**config.mk**
```make
export PLATFORM = sky130hd
export DESIGN_NAME = mem_row_selector
export DESIGN_NICKNAME = d
export VERILOG_FILES = /design/src/rtl/mem_row_pkg.sv /design/src/rtl/mrs_reset_sync.sv /design/src/rtl/mrs_bank_latch.sv /design/src/rtl/mrs_row_builder.sv /design/src/rtl/mrs_row_decoder.sv /design/src/rtl/mem_row_selector.sv
export SDC_FILE = /design/constraint.sdc
export NUM_CORES = 1
export LEC_CHECK = 0
export ABC_CLOCK_PERIOD_IN_PS = 1200
export BUFFER_PORTS_ARGS = -buffer_cell sky130_fd_sc_hd__buf_2
export CORE_AREA = 8 8 45 47
export CTS_CLUSTER_DIAMETER = 80
export DETAILED_ROUTE_END_ITERATION = 10
export DIE_AREA = 0 0 53 55
export PLACE_DENSITY = 0.55
export SLEW_MARGIN = 20
export SYNTH_ARGS = -nofsm -noshare
export SYNTH_HDL_FRONTEND = slang
export SYNTH_SLANG_ARGS = --single-unit
```
**constraint.sdc**
```tcl
create_clock -name clk_i -period 1.2 [get_ports clk_i]
set_input_delay 0.3 -clock clk_i [delete_from_list [all_inputs] [get_ports clk_i]]
set_output_delay 0.3 -clock clk_i [all_outputs]
set_load 0.01 [all_outputs]
```
**src/rtl/mem_row_pkg.sv**
```systemverilog
package mem_row_pkg;
  localparam int unsigned ROW_BITS = 3;
  localparam int unsigned NUM_ROWS = 1 << ROW_BITS;

  typedef logic [ROW_BITS-1:0] row_num_t;
  typedef logic [NUM_ROWS-1:0] row_vec_t;

  typedef struct packed {
    logic top_from_bus;
    logic bit_hi;
    logic size_small;
    logic mid_from_strobe;
    logic low_from_strobe;
  } strap_t;
endpackage

```
**src/rtl/mrs_reset_sync.sv**
```systemverilog
module mrs_reset_sync #(
  parameter int unsigned STAGES = 2
) (
  input  logic clk_i,
  input  logic rst_ni,
  output logic rst_sync_no
);
  logic [STAGES-1:0] sync_q;
  logic [STAGES-1:0] sync_d;

  always_comb begin
    sync_d = {sync_q[STAGES-2:0], 1'b1};
  end

  always_ff @(posedge clk_i or negedge rst_ni) begin
    if (!rst_ni) sync_q <= '0;
    else         sync_q <= sync_d;
  end

  assign rst_sync_no = sync_q[STAGES-1];
endmodule

```
**src/rtl/mrs_bank_latch.sv**
```systemverilog
module mrs_bank_latch #(
  parameter int unsigned DATA_W = 8,
  parameter int unsigned LO_IDX = 4,
  parameter int unsigned HI_IDX = 6
) (
  input  logic              clk_i,
  input  logic              rst_ni,
  input  logic              cap_en_i,
  input  logic              pick_hi_i,
  input  logic [DATA_W-1:0] data_i,
  output logic              bit_q_o
);
  logic bit_q;
  logic bit_d;

  always_comb begin
    bit_d = pick_hi_i ? data_i[HI_IDX] : data_i[LO_IDX];
  end

  always_ff @(posedge clk_i or negedge rst_ni) begin
    if (!rst_ni)       bit_q <= 1'b0;
    else if (cap_en_i) bit_q <= bit_d;
  end

  assign bit_q_o = bit_q;


  hold_outside_window_chk: assert property (@(posedge clk_i) disable iff (!rst_ni)
    !cap_en_i |=> $stable(bit_q_o));
endmodule

```
**src/rtl/mrs_row_builder.sv**
```systemverilog
module mrs_row_builder
  import mem_row_pkg::*;
(
  input  strap_t     straps_i,
  input  logic       bank_bit_i,
  input  logic [1:0] strobe_i,
  output row_num_t   row_num_o
);
  logic top_b, mid_b, low_b;

  always_comb begin
    top_b     = straps_i.top_from_bus    ? bank_bit_i  : 1'b1;
    mid_b     = straps_i.mid_from_strobe ? strobe_i[1] : 1'b1;
    low_b     = straps_i.low_from_strobe ? strobe_i[0] : 1'b1;
    row_num_o = {top_b, mid_b, low_b};
  end
endmodule

```
**src/rtl/mrs_row_decoder.sv**
```systemverilog
module mrs_row_decoder
  import mem_row_pkg::*;
(
  input  logic     clk_i,
  input  logic     rst_ni,
  input  logic     en_i,
  input  row_num_t num_i,
  output row_vec_t sel_o
);
  for (genvar i = 0; i < NUM_ROWS; i++) begin : g_row
    assign sel_o[i] = en_i && (num_i == row_num_t'(i));
  end


  onehot_sel_chk: assert property (@(posedge clk_i) disable iff (!rst_ni)
    en_i |-> $countones(sel_o) == 1);

  idle_zero_chk: assert property (@(posedge clk_i) disable iff (!rst_ni)
    !en_i |-> sel_o == '0);
endmodule

```
**src/rtl/mem_row_selector.sv**
```systemverilog
module mem_row_selector
  import mem_row_pkg::*;
#(
  parameter int unsigned DATA_W      = 8,
  parameter int unsigned LO_BIT_IDX  = 4,
  parameter int unsigned HI_BIT_IDX  = 6,
  parameter int unsigned SYNC_STAGES = 2
) (
  input  logic              clk_i,
  input  logic              rst_ni,
  input  logic              bank_win_i,
  input  logic [DATA_W-1:0] data_i,
  input  logic [1:0]        row_strobe_i,
  input  logic              card_sel_i,
  input  logic              strap_top_bus_i,
  input  logic              strap_bit_hi_i,
  input  logic              strap_size_small_i,
  input  logic              strap_mid_strobe_i,
  input  logic              strap_low_strobe_i,
  output logic [NUM_ROWS-1:0] row_sel_o,
  output logic              mem_size_o
);
  strap_t   straps;
  logic     rst_int_n;
  logic     bank_bit;
  row_num_t row_num;

  assign straps = '{top_from_bus:    strap_top_bus_i,
                    bit_hi:          strap_bit_hi_i,
                    size_small:      strap_size_small_i,
                    mid_from_strobe: strap_mid_strobe_i,
                    low_from_strobe: strap_low_strobe_i};

  mrs_reset_sync #(.STAGES(SYNC_STAGES)) u_rst (
    .clk_i(clk_i), .rst_ni(rst_ni), .rst_sync_no(rst_int_n));

  mrs_bank_latch #(.DATA_W(DATA_W), .LO_IDX(LO_BIT_IDX), .HI_IDX(HI_BIT_IDX)) u_latch (
    .clk_i(clk_i), .rst_ni(rst_int_n), .cap_en_i(bank_win_i),
    .pick_hi_i(straps.bit_hi), .data_i(data_i), .bit_q_o(bank_bit));

  mrs_row_builder u_build (
    .straps_i(straps), .bank_bit_i(bank_bit), .strobe_i(row_strobe_i),
    .row_num_o(row_num));

  mrs_row_decoder u_dec (
    .clk_i(clk_i), .rst_ni(rst_int_n), .en_i(card_sel_i),
    .num_i(row_num), .sel_o(row_sel_o));

  assign mem_size_o = straps.size_small;


  top_forced_chk: assert property (@(posedge clk_i) disable iff (!rst_int_n)
    (card_sel_i && !strap_top_bus_i) |-> row_sel_o[NUM_ROWS-1:NUM_ROWS/2] != '0);

  odd_forced_chk: assert property (@(posedge clk_i) disable iff (!rst_int_n)
    (card_sel_i && !strap_low_strobe_i) |-> (row_sel_o & 8'h55) == '0);

  single_row_chk: assert property (@(posedge clk_i) disable iff (!rst_int_n)
    (card_sel_i && !strap_top_bus_i && !strap_mid_strobe_i && !strap_low_strobe_i)
      |-> row_sel_o == 8'h80);
endmodule

```
== Word level (Yosys, flattened, before mapping) ==
Index checks and enable logic that the tools add are counted.

* Bits in registers: 3
* Logic and storage cells: 22
* Input port bits: 19
* Output and inout bits: 9

* Eq/ne operators: 7
* Reduce and logical (&&, ||, !) cells: 9
* Muxes and demuxes: 4

{| class="wikitable"
|+ Operator list
! cell !! number
|-
| == test 3 bit, second input constant || 4
|-
| logical AND 1 bit || 8
|-
| == test 3 x 2 -> 1 bit, second input constant || 2
|-
| 2-to-1 mux 1 bit || 4
|-
| == test 3 x 1 -> 1 bit, second input constant || 1
|-
| zero test 3 bit || 1
|}

== Depth between registers and ports, before layout ==
Gate-level depths: netlist (run 1).

* Word-level depth: 3
* Depth in mapped cells: 2
* Depth with buffers taken out: 2

== Cells and area by module ==
Synthesis (run 1) repeated with hierarchy kept, for this count alone.

* Cell total of the unflattened synthesis: 22
* Area total of the unflattened synthesis: 242.7 um2

{| class="wikitable"
|+ Modules (own cells, without submodules)
! module !! sequential area each (um2) !! instances !! area an instance (um2) !! cells each
|-
| mrs_row_decoder || 0.0 || 1 || 96.3 || 8
|-
| mrs_reset_sync || 50.0 || 1 || 53.8 || 3
|-
| mrs_bank_latch || 25.0 || 1 || 43.8 || 4
|-
| mrs_row_builder || 0.0 || 1 || 41.3 || 6
|-
| mem_row_selector || 0.0 || 1 || 7.5 || 1
|}

== Least setup slack after synthesis (run 1) ==
Ideal clock, no wire load.

* Kind: input-to-output
* From: input port row_strobe_i[0]
* To: output port row_sel_o[5]
* Arrival: 0.874 ns
* Stages on the path: 2
* Path buffers: 0
* Slack: 0.026 ns
* Required time: 0.900 ns
* Cells stage by stage: and2b_2 -> nor4b_2

* Word-level cells in the longest chain between the ends: 3

{| class="wikitable"
|+ Ends and longest elaborated chain
! what !! line !! RTL
|-
| start, declared || mem_row_selector.sv:13 || <nowiki>input logic [1:0] row_strobe_i,</nowiki>
|-
| 2-to-1 mux 1 bit || mrs_row_builder.sv:14 || <nowiki>low_b = straps_i.low_from_strobe ? strobe_i[0] : 1'b1;</nowiki>
|-
| == test 3 bit || mrs_row_decoder.sv:11 || <nowiki>assign sel_o[i] = en_i && (num_i == row_num_t'(i));</nowiki>
|-
| logical AND 1 bit || mrs_row_decoder.sv:11 ||
|-
| end, declared || mem_row_selector.sv:20 || <nowiki>output logic [NUM_ROWS-1:0] row_sel_o,</nowiki>
|}

No other way between the ends.

== Final worst setup path (run 1) ==
* From: register u_latch.bit_q (netlist: u_latch.bit_q_o)
* To: output port row_sel_o[3]

* Word-level cells in the longest chain between the ends: 3

{| class="wikitable"
|+ Ends and longest elaborated chain
! what !! line !! RTL
|-
| start, declared || mrs_bank_latch.sv:13 || <nowiki>logic bit_q;</nowiki>
|-
| start signal, assigned || mrs_bank_latch.sv:22 || <nowiki>else if (cap_en_i) bit_q <= bit_d;</nowiki>
|-
| 2-to-1 mux 1 bit || mrs_row_builder.sv:12 || <nowiki>top_b = straps_i.top_from_bus ? bank_bit_i : 1'b1;</nowiki>
|-
| == test 3 x 2 -> 1 bit || mrs_row_decoder.sv:11 ||
|-
| logical AND 1 bit || mrs_row_decoder.sv:11 ||
|}

No other way between the ends.

==> results.sh, run 1 <==
export IMPL_pins_over_their_slew_limit=0
export IMPL_clock_tree_from_tritoncts="yes"
export IMPL_worst_skew_pair_late_latency_ns=0.23
export IMPL_fin_ws_ns=-0.255
export IMPL_element_type_at_the_critical_path_end="output port"
export IMPL_critical_path_reg2reg_startpoint="u_latch.bit_q_o$_DFFE_PN0P_"
export IMPL_power_leakage_nw=0.191
export IMPL_seq_pwr_share_pct=30.5
export IMPL_die_area_sq_um=2920
export IMPL_grt_pass1_wl_microns=1080
export IMPL_wl_microns=691
export IMPL_grt_overflow_total=0
export IMPL_worst_endpoint_required_ns=0.90
export IMPL_worst_path_max_fanout=4
export IMPL_proportion_of_power_drawn_by_the_clock_network_pct=47.3
export IMPL_antenna_found_initial=0
export IMPL_syn_area_per_cell_sq_um=10.4
export IMPL_hold_startpoint="bank_win_i"
export IMPL_r2r_worst_path_cells=3
export IMPL_port_buffer_count=19
export IMPL_track_usage_pct=5.04
export IMPL_post_route_min_period_ns=1.45
export IMPL_drcViolationCount=0
export IMPL_rsz0062_at_grt="true"
export IMPL_cp_start_kind="register"
export IMPL_syn_to_final_growth_pct=70.5
export IMPL_yosys_warnings=0
export IMPL_mapped_nets=41
export IMPL_maxClockFrequency_mhz=687
export IMPL_min_delay_path_depth=2
export IMPL_endpoints_failing_setup=8
export IMPL_final_min_period_over_clock_period_pct=121
export IMPL_synthDistinctLibCells=13
export IMPL_dp_final_hpwl_microns=603
export IMPL_dr_pass1_iters=4
export IMPL_final_layout_size_suffix_gt1_share_pct=61.7
export IMPL_design_core_area_sq_um=1380
export IMPL_synth_seq_cells=3
export IMPL_combinationalPowerShare_pct=22.2
export IMPL_power_switching_share_pct=24.6
export IMPL_report_final_hold_viol_count=0
export IMPL_cts_root_to_sink_buffers=2
export IMPL_ys_top_cells_by_area="sky130_fd_sc_hd__dfrtp_1 (33%), sky130_fd_sc_hd__nor4b_2 (26%), sky130_fd_sc_hd__nor3_1 (8.7%)"
export IMPL_maxCapViolations=0
export IMPL_dieHeight_microns=55
export IMPL_clk_transition_reported_paths_ns=0.04
export IMPL_synth_cells=22
export IMPL_run_status="complete, but fails checks"
export IMPL_power_density_nw_per_um2=942
export IMPL_route_antenna_remaining_nets=0
export IMPL_cts_root_buffer="sky130_fd_sc_hd__clkbuf_4"
export IMPL_drt_initial_drc_count=1
export IMPL_layout_common_cells="sky130_fd_sc_hd__buf_2 (19), sky130_fd_sc_hd__nor4b_2 (4), sky130_fd_sc_hd__nor3_1 (4), sky130_fd_sc_hd__clkbuf_4 (3), sky130_fd_sc_hd__dfrtp_1 (3)"
export IMPL_vias=247
export IMPL_critical_path_class="register to output port"
export IMPL_cts_resized=0
export IMPL_postLayoutCellArea_sq_um=390
export IMPL_place_gp_congestion=0.551
export IMPL_initial_core_util_pct=16.5
export IMPL_finalPower_w=0.000368
export IMPL_critical_path_startpoint="u_latch.bit_q_o$_DFFE_PN0P_"
export IMPL_failed_checks="negative setup slack"
export IMPL_boundary_pins=28
export IMPL_rows=14
export IMPL_syn_area_sq_um=229
export IMPL_mostFrequentLayoutCell="sky130_fd_sc_hd__buf_2"
export IMPL_clock_sinks=3
export IMPL_arrival_ns=1.15
export IMPL_synth_largest_type_area_fraction_pct=32.8
export IMPL_min_path_type="input pin to register"
export IMPL_net_switching_power_w=0.0000904
export IMPL_cts_htree_levels=1
export IMPL_skew_ns=0.000382
export IMPL_detail_route_vias_per_cell=3.92
export IMPL_finish_net_count=67
export IMPL_yosysSeqAreaShare_pct=32.8
export IMPL_cts_buffers_inserted=3
export IMPL_area_after_dpl_sq_um=337
export IMPL_diodes=0
export IMPL_first_global_vias=262
export IMPL_cellInternalPower_w=0.000277
export IMPL_dieWidth_microns=53
export IMPL_pin_count_of_the_biggest_net_entering_global_routing=6
export IMPL_routedWlPerCell_microns=11.0
export IMPL_final_core_utilization_pct=28.2
export IMPL_cell_type_with_the_highest_aggregate_area_in_the_netlist="sky130_fd_sc_hd__dfrtp_1"
export IMPL_ir_drop_worst_vdd_v=0.000552
## registers in the layout, indices dropped and copies added (netlist names)
signal and cells:
u_rst.sync_q 2, u_latch.bit_q_o 1
## metal layers
layer / track usage [%] / up-vias / part of all wire (%)
met4: 3.88 / 0 / 0
met5: 0 / - / 0
met3: 2.14 / 0 / 5.8
met2: 9.38 / 9 / 57
li1: - / 130 / -
met1: 4.12 / 108 / 37
## synthesized netlist by cell type (all sizes together)
cell    number
nor3         4
nor4b        4
dfrtp        3
nand2b       2
nor2b        2
a21oi        1
and2b        1
buf          1
conb         1
mux2i        1
nand3b       1
nor2         1
## per-stage QoR
stage          setup slack, ns  hold WS (ns)  TNS (ns)  std cells
2_1_floorplan           0.0257      -0.00566         0         22
4_1_cts                 -0.292         0.241     -1.98         63
3_3_place_gp            -0.138      -0.00167    -0.788         56
3_5_place_dp            -0.158      -0.00160    -0.921         56
5_1_grt                 -0.351         0.257     -2.39         63
6_report                -0.255         0.254     -1.74         63
## final cells by class
| type | count | area (sq um) |
|---|---|---|
| Tap cell | 16 | 20.0 |
| Sequential cell | 3 | 75.1 |
| Multi-Input combinational cell | 18 | 146 |
| Clock buffer | 4 | 26.3 |
| Timing Repair Buffer | 22 | 123 |
| Fill cell | 155 | 993 |
## power groups by stage
stage	clock network, W	registers [W]	logic, W
global placement	0	0.000114	0.0000708
finish	0.000174	0.000112	0.0000818
global route	0.000190	0.000113	0.0000906
floorplan	0	0.000113	0.0000426
CTS	0.000186	0.000112	0.0000832
detailed placement	0	0.000114	0.0000725
## what timing repair did
| item | in CTS | in global routing |
|---|---|---|
| endpoints found under the hold margin | 3 | 0 |
| pin swaps | 1 | 1 |
| buffers inserted | 1 | 0 |
| hold buffers | 2 | 0 |
| endpoints found under the setup margin | 8 | 8 |
## final timing paths
check,slack [ns],to
worst min-delay path,0.25,u_latch.bit_q_o$_DFFE_PN0P_
worst min register to register,0.35,u_rst.sync_q[1]$_DFF_PN0_
max in group asynchronous,0.57,u_latch.bit_q_o$_DFFE_PN0P_
worst max-delay path,-0.25,row_sel_o[3]
worst max register to register,0.43,u_latch.bit_q_o$_DFFE_PN0P_
min in group asynchronous,0.39,u_rst.sync_q[1]$_DFF_PN0_
## critical path, stage by stage, from the launching register on
cell and delay [ns]:
sky130_fd_sc_hd__dfrtp_1 0.39, sky130_fd_sc_hd__nand3b_1 0.22, sky130_fd_sc_hd__nor3_1 0.16, sky130_fd_sc_hd__buf_2 0.16
## kinds of logic after synthesis
logic type,share of synthesized area [%]
AOI/OAI and AO/OA,2.18
buffers and inverters,3.28
DFF,32.8
muxes,4.37
other,1.64
and+or+nand+nor,55.7
Power figures use the tool's default switching activity.
==> run 2: changes to the inputs <==
BUFFER_PORTS_ARGS = default   (was -buffer_cell sky130_fd_sc_hd__buf_2)
DONT_BUFFER_PORTS = 1   (was default)
PLACE_DENSITY = 0.37   (was 0.55)
==> run 2 against run 1 <==
- the run ends with negative hold slack, negative setup slack left
- wire length grew 9.6%
- register-to-register slack hardly changed
- die area unchanged
- sequential share of layout area up 1.3 points
- clock skew grew 0.00073 ns
- total power shrank 3.1%
- flip-flop and latch count stayed put
- combinational power down 17%
- clock power hardly changed
- clock-buffer cell count is the same
==> results.sh, run 2 (synthesis gave the netlist of run 1 again) <==
export IMPL_run_status="complete, but fails checks"
export IMPL_failed_checks="negative hold slack, negative setup slack"
export IMPL_detail_route_vias_per_cell=4.47
export IMPL_drt_initial_drc_count=1
export IMPL_antenna_found_initial=0
export IMPL_maxCapViolations=0
export IMPL_post_route_min_period_ns=1.50
export IMPL_rows=14
export IMPL_pin_count_of_the_biggest_net_entering_global_routing=6
export IMPL_cp_start_kind="register"
export IMPL_cts_root_buffer="sky130_fd_sc_hd__clkbuf_4"
export IMPL_vias=228
export IMPL_routedWlPerCell_microns=14.8
export IMPL_drcViolationCount=0
export IMPL_report_final_hold_viol_count=1
export IMPL_power_leakage_nw=0.149
export IMPL_arrival_ns=1.20
export IMPL_routed_wl_met2_microns=313
export IMPL_pins_over_their_slew_limit=0
export IMPL_route_antenna_remaining_nets=0
export IMPL_critical_path_reg2reg_startpoint="u_latch.bit_q_o$_DFFE_PN0P_"
export IMPL_instances_no_fill=51
export IMPL_rsz0062_at_grt="true"
export IMPL_met1Wirelength_microns=220
export IMPL_skew_ns=0.00111
export IMPL_track_usage_pct=6.02
export IMPL_pre_cts_slack_ns=-0.0568
export IMPL_reg2reg_slack_ns=0.42
export IMPL_endpoints_failing_setup=8
export IMPL_worst_skew_pair_late_latency_ns=0.23
export IMPL_worst_path_max_fanout=4
export IMPL_clock_tree_from_tritoncts="yes"
export IMPL_worst_endpoint_required_ns=0.90
export IMPL_met3_wirelength_microns=204
export IMPL_power_density_nw_per_um2=976
export IMPL_dp_final_hpwl_microns=647
export IMPL_port_buffer_count=0
export IMPL_min_path_type="register to async pin"
export IMPL_diodes=0
export IMPL_die_area_sq_um=2920
export IMPL_wl_microns=757
export IMPL_fin_ws_ns=-0.299
export IMPL_dr_pass1_iters=2
export IMPL_clock_sinks=3
export IMPL_mostFrequentLayoutCell="sky130_fd_sc_hd__buf_4"
export IMPL_final_layout_size_suffix_gt1_share_pct=62.9
export IMPL_element_type_at_the_critical_path_end="output port"
export IMPL_ir_drop_worst_vdd_v=0.000326
export IMPL_r2r_end="u_latch.bit_q_o$_DFFE_PN0P_"
export IMPL_place_gp_congestion=0.826
export IMPL_cts_buffers_inserted=3
export IMPL_post_route_setup_tns_ns=-1.98
export IMPL_top_layer="met4"
export IMPL_grt_overflow_total=0
export IMPL_largest_register="u_rst.sync_q"
export IMPL_dieHeight_microns=55
export IMPL_clk_transition_reported_paths_ns=0.03
export IMPL_boundary_pins=28
export IMPL_first_global_vias=278
export IMPL_grt_pass1_wl_microns=1260
export IMPL_dieWidth_microns=53
export IMPL_cts_root_to_sink_buffers=2
export IMPL_cts_htree_levels=1
export IMPL_maxClockFrequency_mhz=667
export IMPL_numPlacedInstances=45
export IMPL_critical_path_class="register to output port"
export IMPL_final_min_period_over_clock_period_pct=125
export IMPL_finish_net_count=55
export IMPL_layout_common_cells="sky130_fd_sc_hd__buf_4 (9), sky130_fd_sc_hd__nor4b_2 (4), sky130_fd_sc_hd__nor3_2 (4), sky130_fd_sc_hd__clkbuf_4 (3), sky130_fd_sc_hd__dfrtp_1 (3)"
export IMPL_largest_register_ffs=2
export IMPL_syn_to_final_growth_pct=59.6
export IMPL_r2r_worst_path_cells=3
export IMPL_design_core_area_sq_um=1380
export IMPL_worst_hold_slack_ns=-0.00128
export IMPL_initial_core_util_pct=16.5
## run 2: cell types whose count changed in the layout (fill, tap and decap cells not counted), sizes merged
cell,change
buf,-11
dlygate4sd3,-1
## run 2: worst max path at each step
| stage | startpoint | end | slack, ns | depth (start not counted) |
|---|---|---|---|---|
| final | u_latch.bit_q_o$_DFFE_PN0P_ | row_sel_o[1] | -0.30 | 3 |
| after global routing | u_latch.bit_q_o$_DFFE_PN0P_ | row_sel_o[0] | -0.42 | 3 |
| after CTS | u_latch.bit_q_o$_DFFE_PN0P_ | row_sel_o[1] | -0.30 | 3 |
| after detailed placement | row_strobe_i[0] | row_sel_o[6] | -0.06 | 3 |
| after global placement | row_strobe_i[0] | row_sel_o[7] | -0.03 | 3 |
| after floorplan | row_strobe_i[0] | row_sel_o[5] | 0.03 | 2 |
## run 2: worst max-delay path, cell delays in order (launching register included)
cell and delay, ns:
sky130_fd_sc_hd__dfrtp_1 0.39, sky130_fd_sc_hd__nand3b_1 0.28, sky130_fd_sc_hd__nor3_2 0.16, sky130_fd_sc_hd__buf_4 0.14
## run 2: stage by stage
stage          util (%)  instance area [sq um]  power (W)
6_report           26.4                    365   0.000356
5_1_grt            26.4                    365   0.000392
4_1_cts            25.3                    350   0.000366
3_5_place_dp       21.8                    302   0.000171
3_3_place_gp       21.8                    302   0.000168
2_1_floorplan         -                    229   0.000156
## run 2: per-layer routing
metal	GRT usage (%)	vias to the layer above
met5	0	-
met4	6.47	0
met3	4.28	2
met2	8.40	25
met1	5.50	98
li1	-	103
## run 2: cell type report
cell class,instances,area [sq um]
fill,154,1020
multi-input combinational,18,166
timing repair buffer,10,77.6
sequential,3,75.1
clock buffer,4,26.3
tap,16,20.0
## run 2: timing repair
| item | CTS | global route |
|---|---|---|
| setup buffers | 1 | 0 |
| pin swaps | 1 | 3 |
| setup endpoints to repair | 8 | 8 |
| hold buffers | 1 | 0 |
| hold endpoints to repair | 2 | 0 |
| gates resized for setup | 1 | 3 |
## run 2: report_power, final
| group | internal [W] | leakage (nW) | switching [W] | total (W) |
|---|---|---|---|---|
| clock | 0.000125 | 0.0150 | 0.0000510 | 0.000176 |
| combinational | 0.0000347 | 0.0991 | 0.0000335 | 0.0000682 |
| sequential | 0.000109 | 0.0344 | 0.00000392 | 0.000113 |
| total | 0.000268 | 0.149 | 0.0000884 | 0.000356 |
